==> src/rtl/f2i_pkg.sv <==
package f2i_pkg;

    localparam int unsigned DBL_EXP_W  = 11;
    localparam int unsigned DBL_FRAC_W = 52;
    localparam int unsigned INT_W      = 64;
    localparam int unsigned N_SLOTS    = 4;   // width-index slots (three used, last mirrors 64)

    // destination width codes
    typedef enum logic [1:0] {
        WD_16     = 2'b00,
        WD_32     = 2'b01,
        WD_64     = 2'b10,
        WD_64_ALT = 2'b11
    } width_e;

    typedef enum logic {
        MD_CLAMP = 1'b0,
        MD_WRAP  = 1'b1
    } mode_e;

    typedef enum logic [1:0] {
        ST_EMPTY = 2'd0,
        ST_FRESH = 2'd1,
        ST_HELD  = 2'd2
    } stage_e;

    function automatic logic [1:0] width_index(input logic [1:0] code);
        case (width_e'(code))
            WD_16:   return 2'd0;
            WD_32:   return 2'd1;
            default: return 2'd2;
        endcase
    endfunction

endpackage

==> src/rtl/f2i_unpack.sv <==
module f2i_unpack
    import f2i_pkg::*;
#(
    parameter int unsigned EXP_W  = DBL_EXP_W,
    parameter int unsigned FRAC_W = DBL_FRAC_W,
    parameter int unsigned RES_W  = INT_W
) (
    input  logic [EXP_W+FRAC_W:0] operand,
    output logic                  sign,
    output logic                  is_nan,
    output logic                  is_inf,
    output logic                  big,
    output logic [RES_W-1:0]      mag_low
);

    localparam int unsigned BIAS   = (1 << (EXP_W - 1)) - 1;
    localparam int unsigned E_W    = EXP_W + 1;
    localparam int unsigned SPAN   = FRAC_W + RES_W;
    localparam int unsigned SH_W   = $clog2(SPAN);
    localparam int unsigned WIDE_W = FRAC_W + 1 + SPAN;

    localparam logic signed [E_W-1:0] BIAS_S = E_W'(BIAS);
    localparam logic signed [E_W-1:0] SPAN_S = E_W'(SPAN);
    localparam logic signed [E_W-1:0] BIG_S  = E_W'(RES_W);

    logic [EXP_W-1:0]        bexp;
    logic [FRAC_W-1:0]       frac;
    logic [FRAC_W:0]         mant;
    logic signed [E_W-1:0]   e_unb;
    logic [SH_W-1:0]         shamt;
    logic                    special;

    assign sign    = operand[EXP_W+FRAC_W];
    assign bexp    = operand[FRAC_W +: EXP_W];
    assign frac    = operand[FRAC_W-1:0];
    assign mant    = {1'b1, frac};
    assign special = &bexp;
    assign is_nan  = special && (|frac);
    assign is_inf  = special && !(|frac);

    assign e_unb = $signed({1'b0, bexp}) - BIAS_S;
    assign shamt = e_unb[SH_W-1:0];

    // Low bits of the truncated magnitude: the implicit one lands at
    // bit e, fraction bits below bit 0 are dropped.
    always_comb begin
        if (special || (e_unb < 0) || (e_unb >= SPAN_S)) begin
            mag_low = '0;
        end else begin
            mag_low = RES_W'((WIDE_W'(mant) << shamt) >> FRAC_W);
        end
    end

    // Magnitude reaches 2^RES_W: exceeds every destination range
    assign big = !special && (e_unb >= BIG_S);

endmodule

==> src/rtl/f2i_bounds.sv <==
module f2i_bounds
    import f2i_pkg::*;
#(
    parameter int unsigned RES_W = INT_W
) (
    input  logic [1:0]             width_idx,
    input  logic                   op_signed,
    input  logic                   ovr_en,
    input  logic                   ovr_signed,
    output logic signed [RES_W+1:0] lim_lo,
    output logic signed [RES_W+1:0] lim_hi
);

    localparam int unsigned EXT_W = RES_W + 2;
    localparam logic signed [EXT_W-1:0] ONE = EXT_W'(1);

    logic signed [EXT_W-1:0] s_hi [N_SLOTS];
    logic signed [EXT_W-1:0] s_lo [N_SLOTS];
    logic signed [EXT_W-1:0] u_hi [N_SLOTS];
    logic signed [EXT_W-1:0] op_lo, op_hi, ov_lo, ov_hi;

    // One set of limits per destination width: quarter, half and full
    for (genvar g = 0; g < 3; g++) begin : g_lim
        localparam int unsigned BITS = (RES_W / 4) << g;
        assign s_hi[g] = (ONE <<< (BITS - 1)) - ONE;
        assign s_lo[g] = -(ONE <<< (BITS - 1));
        assign u_hi[g] = (ONE <<< BITS) - ONE;
    end
    assign s_hi[3] = s_hi[2];
    assign s_lo[3] = s_lo[2];
    assign u_hi[3] = u_hi[2];

    always_comb begin
        op_lo = op_signed  ? s_lo[width_idx] : '0;
        op_hi = op_signed  ? s_hi[width_idx] : u_hi[width_idx];
        ov_lo = ovr_signed ? s_lo[width_idx] : '0;
        ov_hi = ovr_signed ? s_hi[width_idx] : u_hi[width_idx];
        if (ovr_en) begin
            // overlap of both ranges
            lim_lo = (ov_lo > op_lo) ? ov_lo : op_lo;
            lim_hi = (ov_hi < op_hi) ? ov_hi : op_hi;
        end else begin
            lim_lo = op_lo;
            lim_hi = op_hi;
        end
    end

endmodule

==> src/rtl/f2i_resolve.sv <==
module f2i_resolve
    import f2i_pkg::*;
#(
    parameter int unsigned RES_W = INT_W
) (
    input  logic                    sign,
    input  logic                    is_nan,
    input  logic                    is_inf,
    input  logic                    big,
    input  logic [RES_W-1:0]        mag_low,
    input  logic                    mode,
    input  logic [1:0]              width_idx,
    input  logic                    op_signed,
    input  logic                    ovr_en,
    input  logic signed [RES_W+1:0] lim_lo,
    input  logic signed [RES_W+1:0] lim_hi,
    output logic [RES_W-1:0]        result
);

    localparam int unsigned EXT_W = RES_W + 2;

    logic signed [EXT_W-1:0] exact;
    logic [RES_W-1:0]        clamp_res;
    logic [RES_W-1:0]        wrap_res;
    logic [RES_W-1:0]        twos;
    logic [RES_W-1:0]        narrowed [N_SLOTS];

    // Exact value; only meaningful when the magnitude is below 2^RES_W
    assign exact = sign ? -$signed({2'b00, mag_low}) : $signed({2'b00, mag_low});

    // Clamping path
    always_comb begin
        if (is_nan) begin
            clamp_res = '0;
        end else if (is_inf || big) begin
            clamp_res = sign ? lim_lo[RES_W-1:0] : lim_hi[RES_W-1:0];
        end else if (exact > lim_hi) begin
            clamp_res = lim_hi[RES_W-1:0];
        end else if (exact < lim_lo) begin
            clamp_res = lim_lo[RES_W-1:0];
        end else begin
            clamp_res = exact[RES_W-1:0];
        end
    end

    // Wrapping path
    assign twos = sign ? (~mag_low + RES_W'(1)) : mag_low;

    for (genvar g = 0; g < 3; g++) begin : g_narrow
        localparam int unsigned BITS = (RES_W / 4) << g;
        if (BITS >= RES_W) begin : g_full
            assign narrowed[g] = twos;
        end else begin : g_part
            assign narrowed[g] = op_signed
                ? {{(RES_W - BITS){twos[BITS-1]}}, twos[BITS-1:0]}
                : {{(RES_W - BITS){1'b0}}, twos[BITS-1:0]};
        end
    end
    assign narrowed[3] = narrowed[2];

    assign wrap_res = (is_nan || is_inf) ? '0 : narrowed[width_idx];

    // the override takes priority over wrapping
    assign result = ((mode_e'(mode) == MD_CLAMP) || ovr_en) ? clamp_res : wrap_res;

endmodule

==> src/rtl/f2i_convert.sv <==
module f2i_convert
    import f2i_pkg::*;
#(
    parameter int unsigned EXP_W  = DBL_EXP_W,
    parameter int unsigned FRAC_W = DBL_FRAC_W,
    parameter int unsigned RES_W  = INT_W
) (
    input  logic                   clk,
    input  logic                   rst_n,
    input  logic                   in_valid,
    input  logic [EXP_W+FRAC_W:0]  in_operand,
    input  logic                   in_mode,
    input  logic [1:0]             in_width,
    input  logic                   in_signed,
    input  logic                   in_ovr_en,
    input  logic                   in_ovr_signed,
    output logic                   out_valid,
    output logic [RES_W-1:0]       out_result
);

    localparam int unsigned EXT_W = RES_W + 2;

    logic                    u_sign, u_nan, u_inf, u_big;
    logic [RES_W-1:0]        u_mag;
    logic [1:0]              w_idx;
    logic signed [EXT_W-1:0] b_lo, b_hi;
    logic [RES_W-1:0]        res_d, res_q;
    stage_e                  st_q, st_nxt;

    assign w_idx = width_index(in_width);

    f2i_unpack #(
        .EXP_W  (EXP_W),
        .FRAC_W (FRAC_W),
        .RES_W  (RES_W)
    ) i_unpack (
        .operand (in_operand),
        .sign    (u_sign),
        .is_nan  (u_nan),
        .is_inf  (u_inf),
        .big     (u_big),
        .mag_low (u_mag)
    );

    f2i_bounds #(
        .RES_W (RES_W)
    ) i_bounds (
        .width_idx  (w_idx),
        .op_signed  (in_signed),
        .ovr_en     (in_ovr_en),
        .ovr_signed (in_ovr_signed),
        .lim_lo     (b_lo),
        .lim_hi     (b_hi)
    );

    f2i_resolve #(
        .RES_W (RES_W)
    ) i_resolve (
        .sign      (u_sign),
        .is_nan    (u_nan),
        .is_inf    (u_inf),
        .big       (u_big),
        .mag_low   (u_mag),
        .mode      (in_mode),
        .width_idx (w_idx),
        .op_signed (in_signed),
        .ovr_en    (in_ovr_en),
        .lim_lo    (b_lo),
        .lim_hi    (b_hi),
        .result    (res_d)
    );

    // State register
    always_ff @(posedge clk or negedge rst_n) begin
        if (!rst_n) begin
            st_q <= ST_EMPTY;
        end else begin
            st_q <= st_nxt;
        end
    end

    // Next state: LOAD, AGE, KEEP, WAIT
    always_comb begin
        st_nxt = st_q;
        unique case (st_q)
            ST_EMPTY: st_nxt = in_valid ? ST_FRESH : ST_EMPTY;
            ST_FRESH: st_nxt = in_valid ? ST_FRESH : ST_HELD;
            ST_HELD:  st_nxt = in_valid ? ST_FRESH : ST_HELD;
            default:  st_nxt = ST_EMPTY;
        endcase
    end

    // Result register: captured only on an accepted input
    always_ff @(posedge clk or negedge rst_n) begin
        if (!rst_n) begin
            res_q <= '0;
        end else if (in_valid) begin
            res_q <= res_d;
        end
    end

    // Outputs
    always_comb begin
        out_result = res_q;
        unique case (st_q)
            ST_FRESH: out_valid = 1'b1;
            default:  out_valid = 1'b0;
        endcase
    end

endmodule

==> config.mk <==
export PLATFORM = sky130hd
export DESIGN_NAME = f2i_convert
export DESIGN_NICKNAME = d
export VERILOG_FILES = /design/src/rtl/f2i_pkg.sv /design/src/rtl/f2i_unpack.sv /design/src/rtl/f2i_bounds.sv /design/src/rtl/f2i_resolve.sv /design/src/rtl/f2i_convert.sv
export SDC_FILE = /design/constraint.sdc
export NUM_CORES = 1
export LEC_CHECK = 0
export ABC_AREA = 1
export BUFFER_PORTS_ARGS = -buffer_cell sky130_fd_sc_hd__buf_2
export CAP_MARGIN = 20
export CORE_ASPECT_RATIO = 0.6
export CORE_UTILIZATION = 48
export CTS_BUF_LIST = sky130_fd_sc_hd__clkbuf_16
export DETAILED_ROUTE_END_ITERATION = 6
export GPL_ROUTABILITY_DRIVEN = 1
export GPL_TIMING_DRIVEN = 0
export PLACE_DENSITY = 0.69
export SLEW_MARGIN = 10
export SYNTH_ARGS = -nofsm -noshare
export SYNTH_HDL_FRONTEND = slang
export SYNTH_SLANG_ARGS = --single-unit
==> constraint.sdc <==
create_clock -name clk -period 1.06 [get_ports clk]
set_clock_uncertainty 0.1 [all_clocks]
set_input_delay 0.053 -clock clk [delete_from_list [all_inputs] [get_ports clk]]
set_output_delay 0.053 -clock clk [all_outputs]
set_load 0.05 [all_outputs]
==> impl_metrics.tcl, run 1 <==
set metrics [dict create \
    synth_top_area_cell "nand2_1" \
    netlist.area_leader.share_pct 20.73 \
    grt_max_degree 67 \
    ys.flop_type "dfrtp_1" \
    overflow 98 \
    post-place-ws_ps -5953 \
    yosysUniqueCellTypes 54 \
    synth_top_cells_by_area "nand2_1 21%, nand3_1 19%, dfrtp_1 12%" \
    cts_max_path_buffers 2 \
    groute.usage.overall_pct 75.43 \
    netlist_top_cells_count "783 x nand2_1, 541 x nand3_1, 228 x nor2_1" \
    cts_buffers 9 \
    avgSynthCellArea_sq_um 5.556 \
    ys_ff_latch 66 \
    die_w_um 223.9 \
    ys_seq_area_share_pct 11.65 \
    fp-row-count 48 \
    ioPinCount 138 \
    yosysWarnings 0 \
    worstEndpointType "sequential cell input" \
    dpl_cell_area_sq_um 15770 \
    crit_endpoint "out_result[58]$_DFFE_PN0P_/D" \
    dp_hpwl_um 62800 \
    yosysMostFrequentCell "nand2_1" \
    synth.net_count 2730 \
    cts_max_level 3 \
    synth.cell_area_sq_um 14180 \
    synth-async-reset-ratio_pct 100.0 \
    syn_inst 2552 \
    dieHeight_um 135.1 \
    synth_edf_count 0 \
    clock-sinks 66 \
    error "[ERROR GRT-0232] Routing congestion too high. Check the congestion heatmap in the GUI." \
    dp.cells 3088 \
    initial_utilization_pct 49.09 \
    lastStage "5_1_grt" \
    status "aborted with a tool error" \
    gp_congestion 1.175 \
    root_buffer "clkbuf_16" \
    numPortBuffers 136 \
]
repair_timing:
item | CTS
endpoints found under the hold margin | 66
setup buffers | 104
pin swaps | 109
endpoints found under the setup margin | 131
resized for setup | 633
cloned | 11
kinds of logic after synthesis:
group	synth area share, %
fa+ha+maj	9.265
compound gates	12.69
xor+xnor	4.086
simple gates	52.76
flops	11.65
buf+inv	9.556
metal layers:
layer	GRT usage [%]	GRT overflow
met5	33.87	0
met4	59.97	35
met3	66.58	3
met2	87.49	57
met1	80.39	3
metrics by stage:
stage,utilization [%],hold WS (ps)
3_5_place_dp,54.60,92.73
2_1_floorplan,-,-342.6
4_1_cts,67.99,-274.5
3_3_place_gp,54.59,320.5
==> run 2, diff against run 1 <==
--- a/config.mk
+++ b/config.mk
@@ -8,13 +8,11 @@
 export ABC_AREA = 1
 export BUFFER_PORTS_ARGS = -buffer_cell sky130_fd_sc_hd__buf_2
 export CAP_MARGIN = 20
-export CORE_ASPECT_RATIO = 0.6
-export CORE_UTILIZATION = 48
-export CTS_BUF_LIST = sky130_fd_sc_hd__clkbuf_16
+export CORE_UTILIZATION = 33
 export DETAILED_ROUTE_END_ITERATION = 6
 export GPL_ROUTABILITY_DRIVEN = 1
 export GPL_TIMING_DRIVEN = 0
-export PLACE_DENSITY = 0.69
+export PLACE_DENSITY_LB_ADDON = 0.15
 export SLEW_MARGIN = 10
 export SYNTH_ARGS = -nofsm -noshare
 export SYNTH_HDL_FRONTEND = slang
==> constraint.sdc (replaced) <==
create_clock -name clk -period 1.4 [get_ports clk]
set_clock_uncertainty 0.1 [all_clocks]
set_input_delay 0.07 -clock clk [delete_from_list [all_inputs] [get_ports clk]]
set_output_delay 0.07 -clock clk [all_outputs]
set_load 0.05 [all_outputs]
==> impl_metrics.tcl, run 2 <==
set metrics [dict create \
    final-seq-area_sq_um 1652 \
    nFillCells 4274 \
    areaGrowthSynthToFinish_pct 55.63 \
    ys_ff_latch 66 \
    core_area_sq_um 42130 \
    critPathLaunch "in_operand[52]" \
    grt_pass1_vias 18737 \
    groute.usage.overall_pct 35.89 \
    setup_slack_ps -3933 \
    yosysMostFrequentCell "nand2_1" \
    avgSynthCellArea_sq_um 5.556 \
    dp.cells 3229 \
    largest_register_ffs 64 \
    cts_max_path_buffers 2 \
    cp_common_cell "nand2_1" \
    final_common_cell "nand2_1" \
    synth_top_area_cell "nand2_1" \
    drtPass1Iterations 7 \
    synth-async-reset-ratio_pct 100.0 \
    slew_viol_final 0 \
    r2r_slack_ps 320 \
    finalPower_uw 22340 \
    crit_path_end_kind "register" \
    yosysUniqueCellTypes 54 \
    wire_per_inst_um 24.08 \
    ioPinCount 138 \
    multi_input_area_sq_um 15320 \
    cts.clk_slew.worst_paths_ps 60 \
    relSlewSlack_pct 14.70 \
    die_w_um 209.3 \
    wl_um 81560 \
    antenna_left 0 \
    ys.flop_type "dfrtp_1" \
    finalNonFillerCells 3387 \
    antennaDiodeCount 0 \
    timing.hold.ws_ps 108.7 \
    avgViaCountPerCell 5.924 \
    fin_crit_sh_pct 380.9 \
    fp-row-count 75 \
    post-place-ws_ps -6025 \
    num_vias 20065 \
    worstPathArrival_ps 5490 \
    p_per_area_nw_per_um2 1012 \
    worstMarginPinSlew_ps 1263 \
    rsz0062_at_grt "true" \
    status "finished, violations left" \
    cp_max_fo 8 \
    cts_tree "built" \
    synth.cell_area_sq_um 14180 \
    root_buffer "clkbuf_16" \
    gp_congestion 1.053 \
    initial_utilization_pct 33.65 \
    grt_pass1_wl_um 118000 \
    cpPeakStageDelay_ps 350 \
    totalNegativeSetupSlack_ps -247010 \
    violations "design-rule violations, negative setup slack" \
    cp.required_ps 1560 \
    fmax_mhz 187.5 \
    peakVddDrop_mv 0.7259 \
    initialDrtViolationCount 2110 \
    startpoint_type "input pin" \
    leakage_uw 0.01060 \
    drc 1 \
    nets 3021 \
    overflow 0 \
    most-common-layout-cells "614 x nand2_1, 248 x nand3_1, 211 x nand3_2" \
    setup_viol 64 \
    grt_max_degree 59 \
    maxCapViolations 0 \
    clock-sinks 66 \
    r2r_start "st_q[0]" \
    ys_seq_area_share_pct 11.65 \
    cpMaxStageDelayCell "ha_4" \
    insertion_delay_ps 380 \
    yosysWarnings 0 \
    syn_inst 2552 \
    netlist_top_cells_count "783 x nand2_1, 541 x nand3_1, 228 x nor2_1" \
    die_area_sq_um 43800 \
    drive_above_1_share_pct 40.24 \
    dieHeight_um 209.3 \
    worst_hold_path_type "input pin to asynchronous set/reset pin" \
    worstReg2RegEnd "st_q[0]" \
    reg2reg_depth 4 \
    dp_hpwl_um 64940 \
    hold_viol_final 0 \
    antenna_found_initial 0 \
    synth_top_cells_by_area "nand2_1 21%, nand3_1 19%, dfrtp_1 12%" \
    fin_crit_ps 5333 \
    synth.net_count 2730 \
    numPortBuffers 136 \
    netlist.area_leader.share_pct 20.73 \
    synth_edf_count 0 \
    cts_buffers 9 \
    path_class "input pin to register" \
    cts_max_level 3 \
]
[run 2: worst max-delay path by stage]
stage	end	slack (ps)	cells after the start
after floorplan	out_result[62]	-3100	39
after global placement	out_result[33]	-6050	36
after detailed placement	out_result[48]	-6030	36
after CTS	out_result[35]	-3930	40
after global routing	out_result[51]	-4140	46
final	out_result[20]	-3930	39
[run 2: critical path: cells and delay by family]
family                     cells  cell delay (ps)
AOI/OAI and AO/OA              6             1140
xor gates and xnor gates       1              240
adders and majority gates      2              640
buffers and inverters          8             1000
and+or+nand+nor               22             2340
[run 2: power breakdown]
part           leakage, uW  internal (uW)  total [uW]  switching (uW)
sequential        0.000760           2350        2570             226
clock             0.000161           1570        2550             979
combinational      0.00967           6030       17200           11200
total               0.0106           9950       22300           12400
[run 2: per-stage QoR]
stage / utilization, % / instance area (sq um)
detailed placement: 37.98 / 16000
CTS: 45.46 / 19160
floorplan: - / 14590
global placement: 37.84 / 15940
global route: 52.38 / 22070
finish: 52.38 / 22070
[run 2: logic make-up (layout without fill, tap and decap cells)]
kind of cell	after synthesis	in the layout	share of synthesized area, %
adder cells (fa/ha/maj)	105	105	9.265
AO/OA/AOI/OAI	334	334	12.69
XOR/XNOR	61	61	4.086
flip-flops	66	66	11.65
AND/OR/NAND/NOR	1687	1687	52.76
buffers and inverters	299	595	9.556
[run 2: metal layers]
layer | share of wire [%] | track usage [%] | wire (um)
met1 | 41 | 45.93 | 33380
met2 | 45 | 57.86 | 36650
met3 | 7.4 | 4.743 | 6025
met4 | 6.8 | 20.77 | 5508
met5 | 0 | 0 | 0
[run 2: repair_timing]
item / in CTS / in global routing
setup buffers: 67 / 59
resized for setup: 494 / 525
cloned: 5 / 10
hold buffers: 2 / 0
pin swaps: 107 / 147
endpoints found under the hold margin: 66 / 0
setup endpoints to repair: 67 / 65
[run 2: cell type report]
cell class / count / share of cell area, %
inverter: 156 / 2.840
clock inverter: 7 / 0.4536
timing repair buffer: 280 / 9.672
multi-input combinational: 2187 / 69.41
buffer: 143 / 6.066
sequential: 66 / 7.484
clock buffer: 9 / 1.021
tap: 539 / 3.056
(Power assumes the default switching activity.)
